===== src/rtl/cmdpkt_pkg.sv =====
package cmdpkt_pkg;

    typedef enum logic [1:0] {
        S_IDLE,
        S_HDR,
        S_PLD,
        S_CRC
    } ser_state_e;

    typedef struct packed {
        logic [7:0] b2;
        logic [7:0] b1;
        logic [1:0] vc;
        logic [5:0] dt;
    } hdr_word_t;

    localparam int HDR_W = 24;

    // Parity masks over the 24 header bits, index = ECC bit
    localparam logic [23:0] ECC_MASK [6] = '{
        24'hF12CB7, 24'hF2555B, 24'h749A6D,
        24'hB8E38E, 24'hDF03F0, 24'hEFFC00
    };

    function automatic logic is_long(input logic [5:0] dt);
        case (dt[3:0])
            4'h9, 4'hC, 4'hD, 4'hE: is_long = 1'b1;
            default:                is_long = 1'b0;
        endcase
    endfunction

    function automatic logic [7:0] hdr_ecc(input logic [23:0] d);
        logic [7:0] e;
        e = '0;
        for (int i = 0; i < 6; i++) begin
            e[i] = ^(d & ECC_MASK[i]);
        end
        return e;
    endfunction

    function automatic logic [15:0] crc16_step(input logic [15:0] c, input logic [7:0] b);
        logic [15:0] r;
        r = c;
        for (int i = 0; i < 8; i++) begin
            if (r[0] ^ b[i]) r = (r >> 1) ^ 16'h8408;
            else             r = r >> 1;
        end
        return r;
    endfunction

endpackage


===== src/rtl/cmdpkt_fifo.sv =====
module cmdpkt_fifo #(
    parameter int WIDTH = 32,
    parameter int DEPTH = 8
) (
    input  logic             clk,
    input  logic             rst,
    input  logic             push,
    input  logic [WIDTH-1:0] din,
    input  logic             pop,
    output logic [WIDTH-1:0] dout,
    output logic             empty,
    output logic             full
);
    localparam int AW = (DEPTH > 1) ? $clog2(DEPTH) : 1;
    localparam int CW = $clog2(DEPTH + 1);

    logic [WIDTH-1:0] mem [DEPTH];
    logic [AW-1:0]    wr_ptr, rd_ptr;
    logic [CW-1:0]    count;
    logic             do_push, do_pop;

    assign empty   = (count == '0);
    assign full    = (count == CW'(DEPTH));
    assign do_push = push && !full;
    assign do_pop  = pop && !empty;
    assign dout    = mem[rd_ptr];

    always_ff @(posedge clk) begin
        if (do_push) mem[wr_ptr] <= din;
    end

    always_ff @(posedge clk) begin
        if (rst) begin
            wr_ptr <= '0;
            rd_ptr <= '0;
            count  <= '0;
        end else begin
            if (do_push) wr_ptr <= (wr_ptr == AW'(DEPTH - 1)) ? '0 : wr_ptr + 1'b1;
            if (do_pop)  rd_ptr <= (rd_ptr == AW'(DEPTH - 1)) ? '0 : rd_ptr + 1'b1;
            case ({do_push, do_pop})
                2'b10:   count <= count + 1'b1;
                2'b01:   count <= count - 1'b1;
                default: count <= count;
            endcase
        end
    end


    fifo_bound_chk: assert property (@(posedge clk) disable iff (rst)
        count <= CW'(DEPTH));


    fifo_fill_chk: assert property (@(posedge clk) disable iff (rst)
        (push && !full && !pop) |=> (count == $past(count) + 1'b1));

endmodule


===== src/rtl/cmdpkt_rsp_pack.sv =====
module cmdpkt_rsp_pack (
    input  logic        clk,
    input  logic        rst,
    input  logic        rsp_valid,
    input  logic [7:0]  rsp_byte,
    input  logic        rsp_last,
    output logic        word_push,
    output logic [31:0] word
);
    logic [23:0] acc;
    logic [1:0]  bcnt;

    always_comb begin
        word = {8'h00, acc};
        word[{bcnt, 3'b000} +: 8] = rsp_byte;
    end

    assign word_push = rsp_valid && (bcnt == 2'd3 || rsp_last);

    always_ff @(posedge clk) begin
        if (rst) begin
            acc  <= '0;
            bcnt <= '0;
        end else if (rsp_valid) begin
            if (word_push) begin
                acc  <= '0;
                bcnt <= '0;
            end else begin
                acc  <= word[23:0];
                bcnt <= bcnt + 1'b1;
            end
        end
    end


    rsp_last_flush_chk: assert property (@(posedge clk) disable iff (rst)
        (rsp_valid && rsp_last) |=> (bcnt == 2'd0));

endmodule


===== src/rtl/cmdpkt_serializer.sv =====
module cmdpkt_serializer
    import cmdpkt_pkg::*;
(
    input  logic        clk,
    input  logic        rst,
    input  logic        cmd_empty,
    input  hdr_word_t   cmd_head,
    output logic        cmd_pop,
    input  logic        pld_empty,
    input  logic [31:0] pld_head,
    output logic        pld_pop,
    output logic        tx_valid,
    output logic [7:0]  tx_byte,
    output logic        tx_first,
    output logic        tx_last
);
    ser_state_e state;
    hdr_word_t  hdr;
    logic [7:0] ecc;
    logic       long_q;
    logic [1:0] idx;
    logic [1:0] bsel;
    logic [15:0] remain;
    logic [15:0] crc;

    always_comb begin
        tx_valid = 1'b0;
        tx_byte  = 8'h00;
        tx_first = 1'b0;
        tx_last  = 1'b0;
        cmd_pop  = 1'b0;
        pld_pop  = 1'b0;
        case (state)
            S_IDLE: cmd_pop = !cmd_empty;
            S_HDR: begin
                tx_valid = 1'b1;
                tx_first = (idx == 2'd0);
                tx_last  = (idx == 2'd3) && !long_q;
                case (idx)
                    2'd0:    tx_byte = {hdr.vc, hdr.dt};
                    2'd1:    tx_byte = hdr.b1;
                    2'd2:    tx_byte = hdr.b2;
                    default: tx_byte = ecc;
                endcase
            end
            S_PLD: begin
                tx_valid = !pld_empty;
                tx_byte  = pld_head[{bsel, 3'b000} +: 8];
                pld_pop  = !pld_empty && (bsel == 2'd3 || remain == 16'd1);
            end
            default: begin
                tx_valid = 1'b1;
                tx_byte  = (idx == 2'd0) ? crc[7:0] : crc[15:8];
                tx_last  = (idx == 2'd1);
            end
        endcase
    end

    always_ff @(posedge clk) begin
        if (rst) begin
            state  <= S_IDLE;
            hdr    <= '0;
            ecc    <= '0;
            long_q <= 1'b0;
            idx    <= '0;
            bsel   <= '0;
            remain <= '0;
            crc    <= 16'hFFFF;
        end else begin
            case (state)
                S_IDLE: begin
                    if (!cmd_empty) begin
                        hdr    <= cmd_head;
                        ecc    <= hdr_ecc(cmd_head);
                        long_q <= is_long(cmd_head.dt);
                        remain <= {cmd_head.b2, cmd_head.b1};
                        idx    <= '0;
                        bsel   <= '0;
                        crc    <= 16'hFFFF;
                        state  <= S_HDR;
                    end
                end
                S_HDR: begin
                    if (idx == 2'd3) begin
                        idx <= '0;
                        if (!long_q)            state <= S_IDLE;
                        else if (remain == '0)  state <= S_CRC;
                        else                    state <= S_PLD;
                    end else begin
                        idx <= idx + 1'b1;
                    end
                end
                S_PLD: begin
                    if (!pld_empty) begin
                        crc    <= crc16_step(crc, tx_byte);
                        remain <= remain - 1'b1;
                        bsel   <= bsel + 1'b1;
                        if (remain == 16'd1) state <= S_CRC;
                    end
                end
                default: begin
                    if (idx == 2'd1) begin
                        idx   <= '0;
                        state <= S_IDLE;
                    end else begin
                        idx <= idx + 1'b1;
                    end
                end
            endcase
        end
    end


    pkt_gap_chk: assert property (@(posedge clk) disable iff (rst)
        (tx_valid && tx_last) |=> !tx_valid);


    pld_pop_guard_chk: assert property (@(posedge clk) disable iff (rst)
        pld_pop |-> (!pld_empty && tx_valid));


    first_valid_chk: assert property (@(posedge clk) disable iff (rst)
        tx_first |-> (tx_valid && !tx_last));

endmodule


===== src/rtl/cmdpkt_assembler.sv =====
module cmdpkt_assembler
    import cmdpkt_pkg::*;
#(
    parameter int CMD_DEPTH = 4,
    parameter int PLD_DEPTH = 8,
    parameter int RD_DEPTH  = 8
) (
    input  logic        clk,
    input  logic        rst,
    input  logic        pld_wr_en,
    input  logic [31:0] pld_wr_data,
    input  logic        hdr_wr_en,
    input  logic [23:0] hdr_wr_data,
    input  logic        rsp_valid,
    input  logic [7:0]  rsp_byte,
    input  logic        rsp_last,
    input  logic        rd_pop,
    output logic [31:0] rd_data,
    output logic [7:0]  status,
    output logic        hdr_overflow,
    output logic        tx_valid,
    output logic [7:0]  tx_byte,
    output logic        tx_first,
    output logic        tx_last
);
    logic            cmd_empty, cmd_full, cmd_pop;
    logic [HDR_W-1:0] cmd_dout;
    logic            pld_empty, pld_full, pld_pop;
    logic [31:0]     pld_dout;
    logic            rd_empty, rd_full, rd_push;
    logic [31:0]     rd_word;
    logic            rd_done;
    logic            hdr_accept;

    assign hdr_accept = hdr_wr_en && !cmd_full;

    cmdpkt_fifo #(.WIDTH(HDR_W), .DEPTH(CMD_DEPTH)) u_cmd_fifo (
        .clk(clk), .rst(rst), .push(hdr_wr_en), .din(hdr_wr_data),
        .pop(cmd_pop), .dout(cmd_dout), .empty(cmd_empty), .full(cmd_full)
    );

    cmdpkt_fifo #(.WIDTH(32), .DEPTH(PLD_DEPTH)) u_pld_fifo (
        .clk(clk), .rst(rst), .push(pld_wr_en), .din(pld_wr_data),
        .pop(pld_pop), .dout(pld_dout), .empty(pld_empty), .full(pld_full)
    );

    cmdpkt_fifo #(.WIDTH(32), .DEPTH(RD_DEPTH)) u_rd_fifo (
        .clk(clk), .rst(rst), .push(rd_push), .din(rd_word),
        .pop(rd_pop), .dout(rd_data), .empty(rd_empty), .full(rd_full)
    );

    cmdpkt_rsp_pack u_rsp_pack (
        .clk(clk), .rst(rst), .rsp_valid(rsp_valid), .rsp_byte(rsp_byte),
        .rsp_last(rsp_last), .word_push(rd_push), .word(rd_word)
    );

    cmdpkt_serializer u_ser (
        .clk(clk), .rst(rst),
        .cmd_empty(cmd_empty), .cmd_head(hdr_word_t'(cmd_dout)), .cmd_pop(cmd_pop),
        .pld_empty(pld_empty), .pld_head(pld_dout), .pld_pop(pld_pop),
        .tx_valid(tx_valid), .tx_byte(tx_byte), .tx_first(tx_first), .tx_last(tx_last)
    );

    always_ff @(posedge clk) begin
        if (rst) begin
            hdr_overflow <= 1'b0;
            rd_done      <= 1'b0;
        end else begin
            if (hdr_wr_en && cmd_full) hdr_overflow <= 1'b1;
            if (rsp_valid && rsp_last) rd_done <= 1'b1;
            else if (hdr_accept)       rd_done <= 1'b0;
        end
    end

    assign status = {rd_done, 1'b0, cmd_empty, 1'b0, pld_empty, 1'b0, rd_empty, 1'b0};


    overflow_set_chk: assert property (@(posedge clk) disable iff (rst)
        (hdr_wr_en && cmd_full) |=> hdr_overflow);


    overflow_sticky_chk: assert property (@(posedge clk) disable iff (rst)
        hdr_overflow |=> hdr_overflow);


    done_set_chk: assert property (@(posedge clk) disable iff (rst)
        (rsp_valid && rsp_last) |=> status[7]);


    pld_full_chk: assert property (@(posedge clk) disable iff (rst)
        pld_full |-> !status[3]);


    rd_full_chk: assert property (@(posedge clk) disable iff (rst)
        rd_full |-> !status[1]);

endmodule


===== config.mk =====
export PLATFORM = sky130hd
export DESIGN_NAME = cmdpkt_assembler
export DESIGN_NICKNAME = d
export VERILOG_FILES = /design/src/rtl/cmdpkt_pkg.sv /design/src/rtl/cmdpkt_fifo.sv /design/src/rtl/cmdpkt_rsp_pack.sv /design/src/rtl/cmdpkt_serializer.sv /design/src/rtl/cmdpkt_assembler.sv
export SDC_FILE = /design/constraint.sdc
export NUM_CORES = 1
export LEC_CHECK = 0
export ABC_AREA = 0
export ABC_CLOCK_PERIOD_IN_PS = 8600
export BUFFER_PORTS_ARGS = -buffer_cell sky130_fd_sc_hd__buf_2
export CAP_MARGIN = 10
export CORE_MARGIN = 5
export CORE_UTILIZATION = 35
export CTS_BUF_LIST = sky130_fd_sc_hd__clkbuf_4
export CTS_CLUSTER_DIAMETER = 40
export DETAILED_ROUTE_END_ITERATION = 12
export PLACE_DENSITY_LB_ADDON = 0.15
export SYNTH_ARGS = -nofsm -noshare
export SYNTH_HDL_FRONTEND = slang
export SYNTH_HIERARCHICAL = 1
export SYNTH_SLANG_ARGS = --single-unit
export TNS_END_PERCENT = 50

===== constraint.sdc =====
create_clock -name clk -period 8.6 [get_ports clk]
set_input_delay 0.43 -clock clk [delete_from_list [all_inputs] [get_ports clk]]
set_output_delay 0.43 -clock clk [all_outputs]
set_load 0.01 [all_outputs]

### Word level (Yosys, flattened, before mapping)

Memories as Yosys holds them, arrays and structs flattened. A register that Yosys moved wholly into a read port is not among the register bits.
Index checks and enable logic that the tools add are counted.

| storage, ports and cells | value |
|---|---|
| memories | 3 |
| bits in read-only memories | 0 |
| output and inout port bits | 52 |
| RAM bits | 608 |
| word-level logic and storage cells | 224 |
| bits in registers | 124 |
| latch bits | 0 |

Memory list:

| name | words | bits a word | read ports | clocked after Yosys merged registers in | wr ports | RTL line | text |
|---|---|---|---|---|---|---|---|
| u_pld_fifo.mem | 8 | 32 | 1 | 1 | 1 | cmdpkt_fifo.sv:17 | `logic [WIDTH-1:0] mem [DEPTH];` |
| u_rd_fifo.mem | 8 | 32 | 1 | 1 | 1 | cmdpkt_fifo.sv:17 |  |
| u_cmd_fifo.mem | 4 | 24 | 1 | 1 | 1 | cmdpkt_fifo.sv:17 |  |

| cells by class | value |
|---|---|
| multipliers | 0 |
| reduce and logical (&&, ||, !) cells | 44 |
| add/subtract/negate cells | 17 |
| shift-type cells | 3 |
| $lt $le $gt $ge | 0 |
| mux-type cells | 84 |
| divide/modulo/power cells | 0 |
| eq/ne operators | 31 |
| bitwise gates (word level) | 18 |

Operators with widths:

| cell | number |
|---|---|
| $mux 16 | 33 |
| $reduce_xor 24->1 | 6 |
| $pmux 16 s2 | 2 |
| $pmux 8 s3 | 2 |
| $bwmux 32 | 1 |
| $shift 8x7->32 const A | 1 |
| $shiftx 32x6->8 | 1 |
| $shiftx 8x7->32 | 1 |
| $mux 2 | 15 |
| $eq 4x4->1 const B | 6 |
| $mux 24 | 1 |
| $mux 3 | 8 |
| $not 2->3 | 8 |
| $eq 2x2->1 const B | 10 |
| $eq 16x1->1 const B | 1 |
| $logic_not 16->1 | 1 |
| $pmux 4 s2 | 2 |
| $sub 16x1->16 const B | 1 |
| $add 3x1->3 const B | 5 |
| $eq 3x3->1 const B | 5 |
| $mux 1 | 13 |
| $pmux 2 s3 | 2 |
| $logic_and 1x1->1 | 11 |
| $add 2x1->2 const B | 5 |
| 25 further kinds | 56 |

### Logic depth before layout (Yosys ltp)

Gate-level depths: netlist of the first run.

| logic depth | value |
|---|---|
| depth after elaboration | 42 |
| depth in mapped cells | 15 |
| depth with buffers taken out | 14 |

### By module

Netlist of the first run, hierarchy kept.

By module, submodules not included:

| module | times used | sequential area each (um^2) | cells each | area an instance (um^2) |
|---|---|---|---|---|
| cmdpkt_fifo (u_rd_fifo) | 1 | 7947.6 | 450 | 10430.0 |
| cmdpkt_fifo (u_pld_fifo) | 1 | 7947.6 | 449 | 10317.4 |
| cmdpkt_serializer | 1 | 1381.3 | 560 | 4594.4 |
| cmdpkt_fifo (u_cmd_fifo) | 1 | 3062.9 | 180 | 3957.5 |
| cmdpkt_rsp_pack | 1 | 520.5 | 136 | 1353.8 |
| cmdpkt_assembler | 1 | 40.0 | 17 | 137.6 |

### Least setup slack after synthesis of the first run

OpenSTA, ideal clock, no wires.

| timing path | value |
|---|---|
| path type | register to register |
| from | register u_rsp_pack.bcnt[0] |
| to | memory u_rd_fifo.mem[0][0], enable pin |
| period minus slack after synthesis | 4.866 ns |
| library setup time | 0.501 ns |
| stages on the path, launching flop included | 7 |
| buffers on the path | 1 |
| data arrival time | 4.365 ns |
| slack | 3.734 ns |
| cells stage by stage | dfxtp_1 > ha_1 > nor2_1 > nor2b_1 > a21bo_1 > buf_2 > nor4_1 |

| on the way | value |
|---|---|
| cells in the longest elaborated chain, start to end | 6 |

Ends and longest elaborated chain:

| element | RTL line | text |
|---|---|---|
| start, declared | cmdpkt_rsp_pack.sv:11 | `logic [1:0] bcnt;` |
| start signal, assigned | cmdpkt_rsp_pack.sv:30 | `bcnt <= bcnt + 1'b1;` |
| $eq 2x2->1 | cmdpkt_rsp_pack.sv:18 | `assign word_push = rsp_valid && (bcnt == 2'd3 \|\| rsp_last);` |
| $logic_or 1x1->1 | cmdpkt_rsp_pack.sv:18 |  |
| $logic_and 1x1->1 | cmdpkt_rsp_pack.sv:18 |  |
| net rd_push | cmdpkt_assembler.sv:30 | `logic rd_empty, rd_full, rd_push;` |
| $logic_and 1x1->1 | cmdpkt_fifo.sv:24 | `assign do_push = push && !full;` |
| $mux 1 | cmdpkt_fifo.sv:29 | `if (do_push) mem[wr_ptr] <= din;` |
| $mux 1 (implied by the code) | cmdpkt_fifo.sv:29 |  |
| end, declared | cmdpkt_fifo.sv:17 |  |

The timed path passes the listed nets, and every way through them passes these cells.

==> flow_summary.ini, run 1 <==
[outcome]
status = finished clean

[grt]
grt_pass1_wl_mm = 111
grt_max_degree = 100
grtUsageTotal_pct = 15.5
grt_overflow = 0
grt_antenna_before_repair = 4
first_global_vias = 18700

[die]
coreArea_um2 = 87000
dieArea_um2 = 94000
start_util_pct = 35.4
ios = 123
rows = 108
die_h_um = 307
die_w_um = 307

[yosys]
synth-edff-count = 608
async_flop_share_pct = 0
yosysSeqAreaShare_pct = 67.9
synth_flop_cell = edfxtp_1
syn_area_um2 = 30800
synth-seq-cells = 740
ys_warn_count = 6
synthDistinctLibCells = 85
syn-instance-count = 1792
syn_avg_cell_area_um2 = 17.2

[routing]
first_pass_iters = 5
vias_per_cell = 5.00
drtIter0Drc = 1038
num_vias = 17200
drt_drc_violations_left = 0
drtAntennaViolNets = 0
wl_per_cell_um = 20.9
wirelength_mm = 71.9

[finish]
area_delta_synth_final_pct = 17.2
drive_gt1_share_pct = 31.2
finish.net_count = 2248

[clock_network]
clk_pin_slew_ps = 60
cts_buffer_depth = 3
htreeDepth = 4
cts_inserted_buffers = 196
cts_sinks = 740
clockRootBuffer = clkbuf_4
tritoncts = yes
post_cts_resized = 0
clkLatencyLatePin_ps = 1100

[sta]
clock.fmax_mhz = 203
rsz0062_at_grt = false
hold_viol = 0
finClkSkew_ps = 94.7
tns_ps = 0
slew-limit-headroom_pct = 27.2
hold_ws_ps = 158
tightest_slew_ps = 1090
finalSetupViolCount = 0
slew_violations = 0
final.min_clock_period_ps = 4930
fin_ws_ps = 3670
period_share_pct = 57.4

[power_and_ir_drop]
leakage_nw = 12.2
ir_drop_mv = 0.125
p_per_area_nw_per_um2 = 266

[place]
dp_hpwl_mm = 41.9
port-buffer-count = 118
pre_cts_ws_ps = 4270
gp_congestion = 0.780

[worst_setup_path]
start_kind = flip-flop
path_max_fanout = 38
cp.required_ps = 8170
arrival_ps = 4500
cp-end-kind = output port
path_class = flip-flop to output port

[flow_run]
max_cap_violations = 0

[min_path]
worstHoldPathType = primary input to flip-flop
## power breakdown
| group | internal (W) | switching [W] | leakage (nW) | total, W |
|---|---|---|---|---|
| Combinational | 0.00101 | 0.00130 | 4.03 | 0.00232 |
| Clock | 0.00160 | 0.00144 | 1.49 | 0.00305 |
| Sequential | 0.00409 | 0.000158 | 6.72 | 0.00425 |
## layout by cell type, fill, tap and decap left out, drive strengths merged, types with 5 or more instances in the layout
cell type    instances
a211oi              13
nand3                8
and4b                6
a31oi                6
inv                 44
nand3b               6
nand2b              22
diode                5
clkbuf             295
mux4               159
o22ai               10
a2111oi              5
or3                 11
xnor2               48
buf                149
nand2              111
and3                 5
a22o                38
o21ai               32
nor4                10
ha                  40
edfxtp             608
o31ai                6
a21oi               86
nor2                59
mux2                69
nor3                39
a22oi               11
clkinv              38
mux2i                9
dlygate4sd3        101
xor2                18
dfxtp              132
and2                17
nor2b               10
## area by class of cell
cell class	instances	area, µm²
diodes	5	12.5
clock buffers	295	2210
clock inverters	49	295
fillers	7992	50900
inverters	36	135
multi-input cells	912	9250
flip-flops and latches	740	20900
well taps	1155	1450
repair buffers	250	1840
## routing by layer
metal / up-vias / share of wire, % / GRT usage [%]
li1: 7902 / - / -
met1: 8794 / 43 / 19.2
met2: 415 / 50 / 26.4
met3: 97 / 5.4 / 4.12
met4: 2 / 1.7 / 5.32
met5: - / 0.018 / 0
## kinds of logic after synthesis
| group | count (synthesis) | share of synthesized area (%) |
|---|---|---|
| other | 1 | 0.0122 |
| XOR/XNOR | 68 | 2.18 |
| adder cells (fa/ha/maj) | 41 | 1.69 |
| AND/OR/NAND/NOR | 325 | 5.46 |
| buffers and inverters | 143 | 2.51 |
| flip-flops | 740 | 67.9 |
| multiplexers | 237 | 14.8 |
| AO/OA/AOI/OAI | 237 | 5.42 |
## path summary, 6_finish.rpt
kind,from,end,slack (ps),depth (start not counted)
setup / recovery,flip-flop,tx_byte[4],3670,7
hold / removal,hdr_wr_data[22],u_cmd_fifo/mem[3][22]$_DFFE_PP_,160,2
setup reg to reg,flip-flop,u_ser/crc[10]$_SDFFE_PP1P_,4390,10
hold reg to reg,u_ser/ecc[0]$_SDFFE_PP0P_,u_ser/ecc[0]$_SDFFE_PP0P_,450,2
## flip-flops by register name, indices dropped and copies added, names as in the netlist, 4 cells and up, named ones only
signal and count:
u_cmd_fifo/mem 96, u_pld_fifo/count 4, u_pld_fifo/mem 256, u_rd_fifo/count 4
u_rd_fifo/mem 256, u_rsp_pack/acc 24, u_ser/crc 16, u_ser/ecc 6
u_ser/hdr 24, u_ser/remain 16
## cells in the mapped netlist, types with 18 or more instances
master	n	area [µm²]
edfxtp_1	608	18300
dfxtp_1	132	2640
mux4_2	126	2840
nand2_1	111	417
a21oi_1	83	415
mux2_2	67	754
nor2_1	58	218
xnor2_1	43	377
ha_1	40	500
a22o_1	38	333
nor3_1	37	185
clkbuf_1	36	135
inv_1	35	131
mux4_1	33	867
o21ai_0	31	155
nand2b_1	22	138
buf_2	20	100
buf_6	20	225
xor2_1	18	158
## per-stage QoR
stage | utilization, % | instance area [µm²] | total power (W) | std cells
2_1_floorplan | - | 30800 | 0.00602 | 1795
3_3_place_gp | 37.4 | 32600 | 0.00662 | 2992
3_5_place_dp | 37.4 | 32600 | 0.00665 | 2992
4_1_cts | 41.5 | 36100 | 0.00981 | 3437
5_1_grt | 41.5 | 36100 | 0.0102 | 3442
6_report | 41.5 | 36100 | 0.00961 | 3442
## critical path: stages, from the launching register on
cell and delay (ps):
dfxtp_4 720, buf_4 700, mux4_2 590, mux2_2 300
mux4_1 640, nor2_1 190, a2111oi_2 80, buf_2 170
## timing repair
item	4_1_cts	5_1_grt
endpoints found under the hold margin	600	0
hold buffers	101	0
buffers inserted	0	0
(Power assumes the default switching activity.)
==> run 2: changes to the inputs <==
--- a/config.mk
+++ b/config.mk
@@ -6,7 +6,7 @@
 export NUM_CORES = 1
 export LEC_CHECK = 0
 export ABC_AREA = 0
-export ABC_CLOCK_PERIOD_IN_PS = 8600
+export ABC_CLOCK_PERIOD_IN_PS = 4400
 export BUFFER_PORTS_ARGS = -buffer_cell sky130_fd_sc_hd__buf_2
 export CAP_MARGIN = 10
 export CORE_MARGIN = 5
==> constraint.sdc (replaced) <==
create_clock -name clk -period 4.4 [get_ports clk]
set_input_delay 0.22 -clock clk [delete_from_list [all_inputs] [get_ports clk]]
set_output_delay 0.22 -clock clk [all_outputs]
set_load 0.01 [all_outputs]
==> run 2 against run 1 <==
Global-route usage about the same. Critical path depth increased by 1. Clock skew decreased by 12 ps. Worst hold slack improved by 22 ps. First-iteration DRC count decreased by 9.2%. Die area unchanged. Sequential cell count unchanged. Design area increased by 2.3%. Setup slack got worse by 3300 ps. Wire length increased by 0.64%. Total power increased by 99%. Critical path type unchanged. Critical endpoint is now tx_byte[7]. Largest cell class unchanged. Largest power group unchanged.
==> flow_summary.ini, run 2 (synthesized netlist as in run 1, its figures left out) <==
[outcome]
status = finished clean

[sta]
tightest_slew_ps = 1090
clock.fmax_mhz = 247
slew-limit-headroom_pct = 27.3
final.min_clock_period_ps = 4050
period_share_pct = 92.1
hold_viol = 0
finalSetupViolCount = 0
slew_violations = 0
finClkSkew_ps = 82.4
rsz0062_at_grt = false

[routing]
wl_per_cell_um = 20.6
drtIter0Drc = 943
wirelength_mm = 72.4
vias_per_cell = 5.00
first_pass_iters = 6
num_vias = 17600
drt_drc_violations_left = 0
drtAntennaViolNets = 0

[power_and_ir_drop]
leakage_nw = 12.6
power.total_w = 0.0191
ir_drop_mv = 0.245
p_per_area_nw_per_um2 = 518

[worst_setup_path]
reg2reg_slack_ps = 780
reg2reg_from = u_ser/remain[8]$_SDFFE_PP0P_
r2r_cells = 14
path_max_fanout = 25
cp.required_ps = 4180
cp-end-kind = output port
arrival_ps = 3830
path_class = flip-flop to output port
start_kind = flip-flop
r2r_end = u_pld_fifo/count[2]$_SDFFE_PP0P_

[finish]
largest_registers = u_pld_fifo/mem x256, u_rd_fifo/mem x256, u_cmd_fifo/mem x96
drive_gt1_share_pct = 31.5
area_delta_synth_final_pct = 19.9
instances_no_fill = 3509
mostFrequentLayoutCells = edfxtp_1, clkbuf_4, dlygate4sd3_1, mux4_2, dfxtp_1
mostFrequentLayoutCell = edfxtp_1
finish.net_count = 2309

[min_path]
hold_depth = 3
hold_end = u_rsp_pack/acc[3]$_SDFFE_PP0P_
worstHoldPathType = primary input to flip-flop
hold_start = rsp_byte[3]

[clock_network]
cts_sinks = 740
htreeDepth = 4
clk_pin_slew_ps = 60
clockRootBuffer = clkbuf_4
tritoncts = yes
cts_inserted_buffers = 197
cts_buffer_depth = 3
clkLatencyLatePin_ps = 1030

[grt]
grt_pass1_wl_mm = 111
grt_max_degree = 65
grt_antenna_before_repair = 4
first_global_vias = 18600
grtUsageTotal_pct = 15.4
grt_overflow = 0

[die]
dieArea_um2 = 94000
die_w_um = 307
coreArea_um2 = 87000
rows = 108
start_util_pct = 35.4
die_h_um = 307
ios = 123

[place]
dp_hpwl_mm = 42.7
port-buffer-count = 118
gp_congestion = 0.752
place_inst = 3004

[flow_run]
max_cap_violations = 0
## run 2: changes by cell type in the layout (fill, tap and decap cells not counted), sizes merged
cell	previous run	this run
buf	149	165
inv	44	41
clkinv	38	41
diode	5	3
clkbuf	295	298
bufinv	1	6
dlygate4sd3	101	145
clkinvlp	2	3
## run 2: critical path, stage by stage, from the launching register on
cell	delay, ps
dfxtp_2	660
buf_12	270
mux4_2	320
mux2_2	270
mux4_1	630
nand2_1	110
o21ai_0	70
mux2_2	330
buf_2	160
## run 2: where the power goes
part	total [W]	switching (W)	internal, W
Sequential	0.00839	0.000402	0.00799
Combinational	0.00449	0.00245	0.00203
Clock	0.00624	0.00279	0.00345
Total	0.0191	0.00564	0.0135
## run 2: how the worst max path moves through the flow
stage	start	to	depth (start not counted)
final	flip-flop	tx_byte[7]	8
after global placement	flip-flop	u_ser/crc[2]$_SDFFE_PP1P_	10
after floorplan	u_pld_fifo/count[1]$_SDFFE_PP0P_	u_pld_fifo/mem[0][0]$_DFFE_PP_	5
after CTS	flip-flop	tx_byte[7]	8
after global routing	flip-flop	tx_byte[7]	8
after detailed placement	flip-flop	u_ser/crc[2]$_SDFFE_PP1P_	10
## run 2: area by class of cell
type | count | area [µm²]
Antenna cell | 3 | 7.51
Fill cell | 7949 | 50100
Multi-Input combinational cell | 912 | 9260
Tap cell | 1155 | 1450
Clock inverter | 55 | 434
Sequential cell | 740 | 20900
Clock buffer | 298 | 2240
Timing Repair Buffer | 310 | 2480
Inverter | 36 | 135
## run 2: metal layers
metal | global-route usage, % | wire (µm)
met3 | 4.36 | 3950
met1 | 19.3 | 30600
met5 | 0 | 13
met4 | 5.28 | 1570
met2 | 26.0 | 36200
## run 2: repair_timing
action / in CTS / in global routing
setup buffers: 4 / 0
gates resized for setup: 0 / 0
hold endpoints to repair: 867 / 0
endpoints found under the setup margin: 1 / 0
hold buffers: 145 / 0
## run 2: per-stage QoR
| step | cell area (µm²) | worst slack (ps) | setup TNS [ps] | util (%) | hold WS (ps) |
|---|---|---|---|---|---|
| CTS | 36900 | 150 | 0 | 42.4 | 8.07 |
| detailed placement | 32800 | 817 | 0 | 37.6 | 437 |
| global route | 36900 | 108 | 0 | 42.4 | 74.5 |
| finish | 36900 | 347 | 0 | 42.4 | 180 |
| global placement | 32800 | 831 | 0 | 37.6 | 428 |
| floorplan | 30800 | -15.0 | -481 | - | 292 |
==> run 3: changes to the inputs <==
--- a/config.mk
+++ b/config.mk
@@ -10,8 +10,8 @@
 export BUFFER_PORTS_ARGS = -buffer_cell sky130_fd_sc_hd__buf_2
 export CAP_MARGIN = 10
 export CORE_MARGIN = 5
-export CORE_UTILIZATION = 35
-export CTS_BUF_LIST = sky130_fd_sc_hd__clkbuf_4
+export CORE_UTILIZATION = 56
+export CTS_BUF_LIST = sky130_fd_sc_hd__clkbuf_16
 export CTS_CLUSTER_DIAMETER = 40
 export DETAILED_ROUTE_END_ITERATION = 12
 export PLACE_DENSITY_LB_ADDON = 0.15
==> run 3 against run 2 <==
First-iteration DRC count is 18% higher. Clock skew down 59 ps. Sequential power decreased by 0.8%. Register-to-register slack about the same. Wire length down 11%. Count of clock-buffer cells in the layout decreased by 195. Via count shrank 5.7%. Final cell count is 20% lower. Design area down 2.1%.
==> flow_summary.ini, run 3 (synthesized netlist as in run 1, its figures left out) <==
[die]
dieArea_um2 = 59800
coreArea_um2 = 54800
die_h_um = 244
die_w_um = 244
rows = 86
start_util_pct = 56.2
ios = 123

[sta]
hold_ws_ps = 146
rsz0062_at_grt = false
period_share_pct = 88.5
finClkSkew_ps = 23.1
finalSetupViolCount = 0
clock.fmax_mhz = 257
tightest_slew_ps = 1070
hold_viol = 0
final.min_clock_period_ps = 3890
fin_ws_ps = 507
slew_violations = 0
slew-limit-headroom_pct = 28.6

[power_and_ir_drop]
ir_drop_mv = 0.450
p_per_area_nw_per_um2 = 572
leakage_nw = 12.3
power.total_w = 0.0207

[routing]
wl_per_cell_um = 23.0
first_pass_iters = 5
num_vias = 16500
vias_per_cell = 5.90
drt_drc_violations_left = 0
drtIter0Drc = 1112
wirelength_mm = 64.5
drtAntennaViolNets = 0

[grt]
use_met3_pct = 4.02
grtUsageTotal_pct = 21.7
first_global_vias = 17000
grt_pass1_wl_mm = 100
grt_antenna_before_repair = 4
use_met1_pct = 29.0
gr-max-usage-layer = met2
grt_overflow = 0
grt_max_degree = 65
grt_util_met2_pct = 37.1

[finish]
final_core_util_pct = 66.0
mostFrequentLayoutCells = edfxtp_1, dfxtp_1, mux4_2, buf_2, nand2_1
instances_no_fill = 2806
finish.net_count = 2127
largest_registers = u_pld_fifo/mem x256, u_rd_fifo/mem x256, u_cmd_fifo/mem x96
drive_gt1_share_pct = 27.1
area_delta_synth_final_pct = 17.4
mostFrequentLayoutCell = edfxtp_1

[place]
place_inst = 2550
pre_cts_ws_ps = 739
port-buffer-count = 118
dp_hpwl_mm = 37.7
gp_congestion = 0.814

[worst_setup_path]
cpMaxStageDelayCell = dfxtp_4
crit_chain = buf_4 > mux4_2 > mux2_2 > mux4_1 > nand2_1 > o21ai_0 > mux2_2 > buf_2
cp.required_ps = 4180
path_max_fanout = 20
path_class = flip-flop to output port
crit_buf_inv = 2
slowest_delay_ps = 610
critical-path-top-delay-family = multiplexers
path_common_cell = mux2_2
arrival_ps = 3670
cp-end-kind = output port
start_kind = flip-flop

[flow_run]
max_cap_violations = 0

[clock_network]
tritoncts = yes
clockRootBuffer = clkbuf_16
clk_pin_slew_ps = 60
cts_inserted_buffers = 99
clkLatencyLatePin_ps = 640
cts_buffer_depth = 3
htreeDepth = 3
post_cts_resized = 0
cts_sinks = 740

[min_path]
worstHoldPathType = primary input to flip-flop

[outcome]
status = finished clean
run 3: metal layers:
metal | vias up | wire, µm
li1 | 7578 | -
met2 | 433 | 33100
met1 | 8446 | 26600
met4 | 6 | 1220
met3 | 85 | 3540
met5 | - | 34
run 3: timing repair:
item,4_1_cts,5_1_grt
hold buffers,68,0
endpoints found under the hold margin,383,0
setup buffers,0,0
run 3: final timing paths:
kind                        startpoint                    endpoint  slack, ps  depth (start not counted)
max                          flip-flop                  tx_byte[7]        510                          8
min                                rst  u_ser/bsel[1]$_SDFFE_PP0P_        150                          2
max reg2reg                  flip-flop  u_ser/crc[10]$_SDFFE_PP1P_        770                         10
min reg2reg  u_ser/ecc[3]$_SDFFE_PP0P_   u_ser/ecc[3]$_SDFFE_PP0P_        450                          2
run 3: layout make-up:
cell class | count | area (µm²)
repair buffers | 226 | 1600
clock buffers | 103 | 2580
fillers | 3670 | 18600
clock inverters | 84 | 797
inverters | 36 | 135
diodes | 1 | 2.50
well taps | 704 | 881
flip-flops and latches | 740 | 20900
multi-input cells | 912 | 9250
run 3: per-stage QoR:
step	area (µm²)	setup TNS [ps]
after floorplan	30800	-481
after global placement	32100	0
after detailed placement	32100	0
after CTS	36200	0
after global routing	36200	0
final	36200	0
run 3: worst reg2reg max path, cell delays in order, from the launching register on:
cell and delay (ps):
dfxtp_4 610, buf_4 380, mux4_2 570, mux2_2 270, mux4_1 560, nor2_1 200
a2111oi_4 70, xnor2_2 200, xnor2_1 360, and3_1 240, nor3_2 50
run 3: power breakdown:
| group | internal (W) | switching [W] | total, W |
|---|---|---|---|
| logic | 0.00199 | 0.00238 | 0.00438 |
| registers | 0.00799 | 0.000330 | 0.00832 |
| clock network | 0.00487 | 0.00310 | 0.00797 |
